## config.mk

```make
export PLATFORM = sky130hd
export DESIGN_NAME = ramprot_monitor
export DESIGN_NICKNAME = d
export VERILOG_FILES = /design/src/rtl/ramprot_pkg.sv /design/src/rtl/ramprot_decode.sv /design/src/rtl/ramprot_attr_regs.sv /design/src/rtl/ramprot_flags.sv /design/src/rtl/ramprot_monitor.sv
export SDC_FILE = /design/constraint.sdc
export NUM_CORES = 1
export LEC_CHECK = 0
export BUFFER_PORTS_ARGS = -buffer_cell sky130_fd_sc_hd__buf_4
export CAP_MARGIN = 15
export CORE_MARGIN = 1.5
export CORE_UTILIZATION = 30
export DETAILED_ROUTE_END_ITERATION = 10
export HOLD_SLACK_MARGIN = 0.02
export PLACE_DENSITY = 0.7
export SLEW_MARGIN = 40
export SYNTH_ARGS = -nofsm -noshare
export SYNTH_HDL_FRONTEND = slang
export SYNTH_HIERARCHICAL = 1
export SYNTH_SLANG_ARGS = --single-unit
```

## constraint.sdc

```tcl
create_clock -name clk -period 2.2 [get_ports clk]
set_input_delay 0.22 -clock clk [delete_from_list [all_inputs] [get_ports clk]]
set_output_delay 0.22 -clock clk [all_outputs]
set_load 0.1 [all_outputs]
```

## src/rtl/ramprot_pkg.sv

```systemverilog
// Package: shared types and register offsets of the RAM protection monitor.
// Assumes: the three violation kinds keep the same bit position in the flag,
// force, clear and per-block protection registers.
package ramprot_pkg;

    // One bit per violation kind; packed MSB first so cpu_wr is bit 2.
    typedef struct packed {
        logic cpu_wr;   // bit 2: CPU data write
        logic dma_wr;   // bit 1: DMA write
        logic fetch;    // bit 0: CPU instruction fetch
    } vio_t;

    localparam int unsigned VIO_W     = $bits(vio_t);
    localparam int unsigned OFS_FLAG  = 0;
    localparam int unsigned OFS_FORCE = 1;
    localparam int unsigned OFS_CLEAR = 2;
    localparam int unsigned OFS_PROT  = 4;

endpackage

```

## src/rtl/ramprot_decode.sv

```systemverilog
// Module: address-to-block decoder.
// Maps one request address onto a one-hot vector of RAM block hits. Blocks
// are NUM_BLK contiguous windows of 2**BLK_AW words starting at BASE.
// Assumes: BASE + NUM_BLK*2**BLK_AW fits in ADDR_W+1 bits; purely combinational.
module ramprot_decode #(
    parameter int unsigned ADDR_W  = 16,
    parameter int unsigned NUM_BLK = 4,
    parameter int unsigned BLK_AW  = 10,
    parameter int unsigned BASE    = 32'h8000
) (
    input  logic [ADDR_W-1:0]  addr,
    output logic [NUM_BLK-1:0] hit
);

    localparam int unsigned IDX_W = ADDR_W - BLK_AW;
    localparam logic [ADDR_W:0] BASE_X = (ADDR_W+1)'(BASE);
    localparam logic [ADDR_W:0] SPAN_X = (ADDR_W+1)'(NUM_BLK) << BLK_AW;

    logic [ADDR_W:0] addr_x;
    logic [ADDR_W:0] off;
    logic            in_range;

    // Offset from the window base and overall range check.
    always_comb begin
        addr_x   = {1'b0, addr};
        off      = addr_x - BASE_X;
        in_range = (addr_x >= BASE_X) && (off < SPAN_X);
    end

    // One comparator per block on the upper offset bits.
    for (genvar k = 0; k < NUM_BLK; k++) begin : g_hit
        assign hit[k] = in_range && (off[ADDR_W-1:BLK_AW] == IDX_W'(k));
    end

endmodule

```

## src/rtl/ramprot_attr_regs.sv

```systemverilog
// Module: per-block protection attribute registers.
// Holds one vio_t of protect bits for each RAM block, written whole from the
// register bus. Assumes: wr_idx < NUM_BLK whenever wr_en is high.
module ramprot_attr_regs
    import ramprot_pkg::*;
#(
    parameter int unsigned NUM_BLK = 4,
    localparam int unsigned IW     = (NUM_BLK > 1) ? $clog2(NUM_BLK) : 1
) (
    input  logic                 clk,
    input  logic                 rst_n,
    input  logic                 wr_en,
    input  logic [IW-1:0]        wr_idx,
    input  vio_t                 wr_data,
    output vio_t [NUM_BLK-1:0]   prot
);

    vio_t [NUM_BLK-1:0] prot_q;

    // One register per block; loaded only when its index is written.
    for (genvar k = 0; k < NUM_BLK; k++) begin : g_blk
        always_ff @(posedge clk) begin
            if (!rst_n)
                prot_q[k] <= '0;
            else if (wr_en && (wr_idx == IW'(k)))
                prot_q[k] <= wr_data;
        end
    end

    assign prot = prot_q;

    AST_PROT_LOADS: assert property (@(posedge clk) disable iff (!rst_n)
        wr_en |=> (prot_q[$past(wr_idx)] == $past(wr_data)));

endmodule

```

## src/rtl/ramprot_flags.sv

```systemverilog
// Module: sticky violation flags.
// Each flag is set by a hardware violation or a force, cleared by a clear
// strobe, and set beats clear when both arrive in one cycle.
// Assumes: set and clear inputs are single-cycle strobes from the top.
module ramprot_flags
    import ramprot_pkg::*;
(
    input  logic clk,
    input  logic rst_n,
    input  vio_t hw_set,
    input  vio_t frc_set,
    input  vio_t clr,
    output vio_t flags
);

    vio_t flags_q;
    vio_t set_all;

    // Merge the two set sources.
    assign set_all = hw_set | frc_set;

    // Sticky flag update with set priority over clear.
    always_ff @(posedge clk) begin
        if (!rst_n)
            flags_q <= '0;
        else
            flags_q <= (flags_q & ~clr) | set_all;
    end

    assign flags = flags_q;

    AST_FLAG_STICKY: assert property (@(posedge clk) disable iff (!rst_n)
        1'b1 |=> ((flags_q & $past(flags_q & ~clr)) == $past(flags_q & ~clr)));
    AST_SET_LANDS: assert property (@(posedge clk) disable iff (!rst_n)
        (set_all != '0) |=> ((flags_q & $past(set_all)) == $past(set_all)));
    AST_CLEAR_LANDS: assert property (@(posedge clk) disable iff (!rst_n)
        ((clr & ~set_all) != '0) |=> ((flags_q & $past(clr & ~set_all)) == '0));

endmodule

```

## src/rtl/ramprot_monitor.sv

```systemverilog
// Module: RAM access-protection violation monitor (top).
// Decodes the CPU write, DMA write and CPU fetch addresses to RAM blocks,
// compares them with the per-block protect bits, raises sticky flags, gates
// protected DMA writes and serves the register bus.
// Assumes: REG_AW wide enough for offset OFS_PROT + NUM_BLK - 1; reads are
// combinational and side-effect free.
module ramprot_monitor
    import ramprot_pkg::*;
#(
    parameter int unsigned ADDR_W  = 16,
    parameter int unsigned NUM_BLK = 4,
    parameter int unsigned BLK_AW  = 10,
    parameter int unsigned BASE    = 32'h8000,
    parameter int unsigned REG_AW  = 4
) (
    input  logic              clk,
    input  logic              rst_n,
    input  logic              cpu_wr_vld,
    input  logic [ADDR_W-1:0] cpu_wr_addr,
    input  logic              dma_wr_vld,
    input  logic [ADDR_W-1:0] dma_wr_addr,
    input  logic              cpu_fetch_vld,
    input  logic [ADDR_W-1:0] cpu_fetch_addr,
    output logic              ram_dma_we,
    input  logic              reg_wr_en,
    input  logic [REG_AW-1:0] reg_addr,
    input  logic [31:0]       reg_wdata,
    output logic [31:0]       reg_rdata,
    output logic              err_out
);

    localparam int unsigned IW = (NUM_BLK > 1) ? $clog2(NUM_BLK) : 1;
    localparam logic [REG_AW-1:0] A_FLAG  = REG_AW'(OFS_FLAG);
    localparam logic [REG_AW-1:0] A_FORCE = REG_AW'(OFS_FORCE);
    localparam logic [REG_AW-1:0] A_CLEAR = REG_AW'(OFS_CLEAR);
    localparam logic [REG_AW-1:0] A_PROT  = REG_AW'(OFS_PROT);
    localparam logic [REG_AW-1:0] N_BLK   = REG_AW'(NUM_BLK);

    logic [NUM_BLK-1:0] cpu_hit, dma_hit, fch_hit;
    logic [NUM_BLK-1:0] cpu_wp, dma_wp, fch_p;
    vio_t [NUM_BLK-1:0] prot;
    vio_t               hw_set, frc_set, clr, flags, wr_bits;
    logic [REG_AW-1:0]  blk_off;
    logic               is_blk, prot_we;
    logic               unused_wdata_hi;

    // Address decoders, one per request stream.
    ramprot_decode #(.ADDR_W(ADDR_W), .NUM_BLK(NUM_BLK), .BLK_AW(BLK_AW), .BASE(BASE))
        u_dec_cpu (.addr(cpu_wr_addr), .hit(cpu_hit));
    ramprot_decode #(.ADDR_W(ADDR_W), .NUM_BLK(NUM_BLK), .BLK_AW(BLK_AW), .BASE(BASE))
        u_dec_dma (.addr(dma_wr_addr), .hit(dma_hit));
    ramprot_decode #(.ADDR_W(ADDR_W), .NUM_BLK(NUM_BLK), .BLK_AW(BLK_AW), .BASE(BASE))
        u_dec_fch (.addr(cpu_fetch_addr), .hit(fch_hit));

    // Split the per-block attribute structs into per-kind vectors.
    for (genvar k = 0; k < NUM_BLK; k++) begin : g_attr
        assign cpu_wp[k] = prot[k].cpu_wr;
        assign dma_wp[k] = prot[k].dma_wr;
        assign fch_p[k]  = prot[k].fetch;
    end

    // Violation detection per access kind.
    always_comb begin
        hw_set.cpu_wr = cpu_wr_vld    && |(cpu_hit & cpu_wp);
        hw_set.dma_wr = dma_wr_vld    && |(dma_hit & dma_wp);
        hw_set.fetch  = cpu_fetch_vld && |(fch_hit & fch_p);
    end

    // Suppress the RAM write strobe of a protected DMA write.
    assign ram_dma_we = dma_wr_vld && !hw_set.dma_wr;

    // Register bus write decode.
    always_comb begin
        wr_bits = vio_t'(reg_wdata[VIO_W-1:0]);
        blk_off = reg_addr - A_PROT;
        is_blk  = (reg_addr >= A_PROT) && (blk_off < N_BLK);
        frc_set = (reg_wr_en && reg_addr == A_FORCE) ? wr_bits : '0;
        clr     = (reg_wr_en && reg_addr == A_CLEAR) ? wr_bits : '0;
        prot_we = reg_wr_en && is_blk;
    end

    assign unused_wdata_hi = ^reg_wdata[31:VIO_W];

    ramprot_attr_regs #(.NUM_BLK(NUM_BLK)) u_attr (
        .clk     (clk),
        .rst_n   (rst_n),
        .wr_en   (prot_we),
        .wr_idx  (blk_off[IW-1:0]),
        .wr_data (wr_bits),
        .prot    (prot)
    );

    ramprot_flags u_flags (
        .clk     (clk),
        .rst_n   (rst_n),
        .hw_set  (hw_set),
        .frc_set (frc_set),
        .clr     (clr),
        .flags   (flags)
    );

    // Register read mux; force and clear read as zero.
    always_comb begin
        reg_rdata = '0;
        if (reg_addr == A_FLAG)
            reg_rdata[VIO_W-1:0] = flags;
        else if (is_blk)
            reg_rdata[VIO_W-1:0] = prot[blk_off[IW-1:0]];
    end

    // Error line follows the flag register.
    assign err_out = |flags;

    AST_DMA_BLOCKED: assert property (@(posedge clk) disable iff (!rst_n)
        (dma_wr_vld && |(dma_hit & dma_wp)) |-> !ram_dma_we);
    AST_HIT_ONEHOT: assert property (@(posedge clk) disable iff (!rst_n)
        $onehot0(cpu_hit) && $onehot0(dma_hit) && $onehot0(fch_hit));
    AST_ERR_CAUSE: assert property (@(posedge clk) disable iff (!rst_n)
        $rose(err_out) |-> $past((hw_set | frc_set) != '0));
    AST_ERR_DROP: assert property (@(posedge clk) disable iff (!rst_n)
        $fell(err_out) |-> $past(clr != '0));

endmodule

```

# ---- Yosys cells after proc, flatten, opt, wreduce, memory -nomap -nowiden
# Cells that the tools add are included.
dict set report totals {
  regBits 15
  latchBits 0
  ramBits 0
  mem_bits_ro 0
  inputBits 90
  output_inout_bits 34
  wordCells 92
  memories 0
}
dict set report op_classes {
  addsub 4
  n_mul 0
  div 0
  n_lt_le_gt_ge 9
  n_eq_ne 14
  shift 0
  muxes 6
  bitwise 7
  n_reduce_logical 37
}
# op count
set ops {}
lappend ops {{17-bit by 13-bit less-than comparator with 1-bit output, second input constant} 3}
lappend ops {{16-bit by 16-bit subtractor with 17-bit output, second input constant} 3}
lappend ops {{16-bit >= comparator, second input constant} 3}
lappend ops {{6-bit by 2-bit equality test with 1-bit output, second input constant} 6}
lappend ops {{1-bit logical AND} 27}
lappend ops {{6-bit by 1-bit equality test with 1-bit output, second input constant} 3}
lappend ops {{6-bit logical NOT} 3}
lappend ops {{3-bit 2-to-1 mux} 5}
lappend ops {{4-bit bitwise AND} 3}
lappend ops {{4-bit OR reduction} 3}
lappend ops {{3-bit binary-select mux with 2-bit select} 1}
lappend ops {{3-bit OR} 2}
lappend ops {{2-bit equality test, second input constant} 2}
lappend ops {{4-bit by 1-bit equality test with 1-bit output, second input constant} 1}
lappend ops {{4-bit by 2-bit equality test with 1-bit output, second input constant} 1}
lappend ops {{4-bit by 3-bit >= comparator with 1-bit output, second input constant} 1}
lappend ops {{4-bit logical NOT} 1}
lappend ops {{4-bit by 3-bit less-than comparator with 1-bit output, second input constant} 1}
lappend ops {{4-bit by 3-bit subtractor with 4-bit output, second input constant} 1}
lappend ops {{3-bit bitwise AND} 1}
lappend ops {{2-bit by 3-bit less-than comparator with 1-bit output, second input constant} 1}
lappend ops {{3-bit NOT} 1}
lappend ops {{3-bit OR reduction} 1}
lappend ops {{2-bit by 1-bit equality test with 1-bit output, second input constant} 1}
lappend ops {{2 further kinds} 2}

# ---- Longest topological paths before layout
dict set report logic_depth {
  depth_word 9
  mapped_depth 5
  ltp_nobuf 5
}

# ---- Cells and area by module
# The synthesis kept the hierarchy.
# mod n_inst cells_per_inst area_per_inst_um2 seq_area_each_um2
set by_module_without_submodules {}
lappend by_module_without_submodules {ramprot_monitor 1 63 481.7 0.0}
lappend by_module_without_submodules {ramprot_attr_regs 1 44 462.9 240.2}
lappend by_module_without_submodules {ramprot_decode 3 6 51.3 0.0}
lappend by_module_without_submodules {ramprot_flags 1 9 105.1 60.1}

# ---- Least setup slack after synthesis
# No wires, ideal clock.
dict set report synth_timing {
  path_type {input-to-output}
  start {input port dma_wr_addr[13]}
  end {output port ram_dma_we}
  t_arrival_ns 1.549
  required_time_ns 1.980
  setup_slack_ns 0.431
  cell_stages 4
  path_buffers 0
  cell_sequence {or4b_4 > nor3b_2 > a22oi_1 > and3_1}
}
dict set report synth_via {
  elab_chain_cells 9
  elab_cells_between_ends 17
  classes_between {add/sub: 1; order compare: 2; eq/ne: 3; bitwise: 1; reduce/logical: 10}
}
# item line_no
set synth_lines {}
lappend synth_lines {{start: declaration} ramprot_monitor.sv:21} ;# input logic [ADDR_W-1:0] dma_wr_addr,
lappend synth_lines {{16-bit by 16-bit subtractor with 17-bit output} ramprot_decode.sv:26} ;# off = addr_x - BASE_X;
lappend synth_lines {{17-bit by 13-bit less-than comparator with 1-bit output} ramprot_decode.sv:27} ;# in_range = (addr_x >= BASE_X) && (off < SPAN_X);
lappend synth_lines {{1-bit logical AND} ramprot_decode.sv:27}
lappend synth_lines {{1-bit logical AND (*)} ramprot_decode.sv:32} ;# assign hit[k] = in_range && (off[ADDR_W-1:BLK_AW] == IDX_W'(k));
lappend synth_lines {{via dma_hit[2]} ramprot_monitor.sv:39} ;# logic [NUM_BLK-1:0] cpu_hit, dma_hit, fch_hit;
lappend synth_lines {{4-bit bitwise AND (*)} ramprot_monitor.sv:65} ;# hw_set.dma_wr = dma_wr_vld && |(dma_hit & dma_wp);
lappend synth_lines {{4-bit OR reduction (*)} ramprot_monitor.sv:65}
lappend synth_lines {{1-bit logical AND (*)} ramprot_monitor.sv:65}
lappend synth_lines {{1-bit logical NOT (*)} ramprot_monitor.sv:70} ;# assign ram_dma_we = dma_wr_vld && !hw_set.dma_wr;
lappend synth_lines {{1-bit logical AND (*)} ramprot_monitor.sv:70}
lappend synth_lines {{end: declaration} ramprot_monitor.sv:24} ;# output logic ram_dma_we,
# Mark *: on every way through the listed nets, which the timed path passes. The rest lies on a longest branch.

# ---- Worst setup path after layout
# Same ends and word-level chain as after synthesis.

==> flow_summary.json <==
{
  "status": "completed",
  "switchingPower_uw": 380.8,
  "power_frac_clock_pct": 27.7,
  "synth_area_leaders": "dfxtp_1, buf_4, mux2i_1",
  "start_util_pct": 32.15,
  "die_w_um": 66.34,
  "htreeDepth": 1,
  "die_height_um": 66.34,
  "fin_tns_setup_ns": 0,
  "yosysWarnings": 6,
  "wirelength_mm": 2.468,
  "min_period_ns": 1.808,
  "synth_edf_count": 0,
  "yosys_register_bits": 15,
  "synth_top_area_cell": "dfxtp_1",
  "io_pins": 124,
  "pre_cts_ws_ns": 0.3907,
  "worst_slack_ns": 0.3921,
  "drc": 0,
  "p_per_area_nw_per_um2": 579.0,
  "gp_congestion": 0.7564,
  "cts_hold_buf": 0,
  "crit_type": "in -> out",
  "numPortBuffers": 35,
  "firstDrtPassIters": 4,
  "place_area_sq_um": 1403,
  "drt-initial-drc-count": 12,
  "via_per_inst": 4.500,
  "grt_overflow": 0,
  "p_leak_nw": 0.6615,
  "grt.total_usage_pct": 11.71,
  "worst_setup_path_start_kind": "primary input",
  "grt_first_pass_wirelength_mm": 3.898,
  "combPwrFrac_pct": 39.2,
  "rows": 22,
  "diodes": 0,
  "clock_sinks": 15,
  "cts_buffers": 3,
  "yosysMostFrequentCell": "buf_4",
  "syn_area_sq_um": 1204,
  "hold_viol": 0,
  "async_flop_share_pct": 0,
  "grt_pass1_vias": 924,
  "synth_fa_ha_area_share_pct": 0,
  "ant_nets": 0,
  "dieArea_sq_um": 4401,
  "layout.nets": 261,
  "avgRoutedWirePerCell_um": 11.32,
  "grt_max_degree": 19,
  "timing.final.crit_share_pct": 82.18,
  "synth_xor_area_share_pct": 0,
  "power_frac_seq_pct": 33.1,
  "netlist.area_leader.share_pct": 24.95,
  "synth_simple_gate_area_share_pct": 29.21,
  "slew_headroom_pct": 64.75,
  "placed_cells": 214,
  "crit_fanout": 4,
  "max_cap_viol_count": 0,
  "intPower_uw": 458.1,
  "synth_common_cells": "buf_4, nand2_1, dfxtp_1, mux2i_1, nor3_1",
  "cts_tree": "yes",
  "max_freq_ghz": 0.5531,
  "swShare_pct": 45.39,
  "layout-drive-gt1-share_pct": 30.59,
  "instances_no_fill": 218,
  "coreArea_sq_um": 3744,
  "muxShareOfSynthArea_pct": 15.59,
  "hold_ws_ns": 0.3016,
  "antenna_found_initial": 0,
  "ctsResizeCount": 0,
  "ys_seq_area_share_pct": 24.95,
  "synth_cells": 134,
  "cp.required_ns": 1.98,
  "cts_setup_buffers": 0,
  "synth_top_family_by_area": "simple AND/OR/NAND/NOR gates",
  "final_area_sq_um": 1449,
  "grt_setup_unrepaired": "false",
  "slew_violations": 0,
  "cp-end-kind": "output port",
  "clockBufferDepth": 2,
  "path_clk_slew_ns": 0.06,
  "p_total_uw": 838.9,
  "fin_util_pct": 38.70,
  "skew_ns": 0.002536,
  "area_growth_pct": 20.37,
  "synth_compound_gate_area_share_pct": 9.979,
  "clockRootBuffer": "clkbuf_8",
  "cp.arrival_ns": 1.59,
  "vias": 981,
  "clk_latency_ns": 0.26,
  "hold_path.class": "in -> reg",
  "worstMarginPinSlew_ns": 0.5239,
  "finalSetupViolCount": 0,
  "ys.flop_type": "dfxtp_1",
  "ir_worst_vdd_uv": 224.1,
  "syn_avg_cell_area_sq_um": 8.982,
  "hpwl_mm": 1.977,
  "yosysUniqueCellTypes": 27
}
[sequential cells by signal (all words and copies together) (netlist names)]
name	count
u_attr/prot	12
u_flags/flags	3
[cell usage in the layout, fill, tap and decap left out, drive strengths merged, types with 4 or more instances in the layout]
cell	synthesis	layout
a22oi	6	6
buf	30	35
conb	1	29
dfxtp	15	15
mux2i	12	12
nand2	18	18
nor2b	4	4
nor3	9	9
nor3b	7	7
[path summary, 6_finish.rpt]
check | from | to | slack, ns | cells after the start
worst min-delay path | rst_n | u_flags/flags[2]$_SDFF_PN0_ | 0.30 | 2
worst max-delay path | dma_wr_addr[13] | ram_dma_we | 0.39 | 6
worst max register to register | u_attr/prot[4]$_SDFFE_PN0P_ | u_flags/flags[1]$_SDFF_PN0_ | 1.15 | 3
worst min register to register | u_attr/prot[1]$_SDFFE_PN0P_ | u_attr/prot[1]$_SDFFE_PN0P_ | 0.47 | 2
[per-layer routing]
metal / vias to the layer above / GRT usage (%) / wire, um
met4: 0 / 6.122 / 43
met2: 35 / 19.88 / 1241
li1: 491 / - / -
met3: 3 / 2.385 / 140
met1: 452 / 13.75 / 1043
met5: - / 0 / 0
[area by class of cell]
cell class	count	area (sq um)
clock buffer	3	41.29
fill	392	2295
timing repair buffer	35	262.8
inverter	3	11.26
multi-input combinational	113	768.2
sequential	15	300.3
tap	48	60.06
clock inverter	1	5.005
[power groups by stage]
stage          Clock (mW)  Sequential (mW)  Combinational (mW)
2_1_floorplan           0            0.283               0.306
3_3_place_gp            0            0.284               0.327
3_5_place_dp            0            0.284               0.328
4_1_cts             0.242            0.278               0.329
5_1_grt             0.253            0.278               0.342
6_report            0.232            0.278               0.329
[kinds of logic after synthesis]
kind of cell	count (synthesis)
compound gates	15
buf+inv	34
flops	15
mux	15
other cells	1
simple gates	54
[critical path: stages]
cell	delay, ns
buf_4	0.11
or4b_4	0.56
nor3_1	0.16
a22oi_1	0.12
and3_1	0.19
buf_4	0.23
No activity file was read; power rests on OpenSTA's default activity.
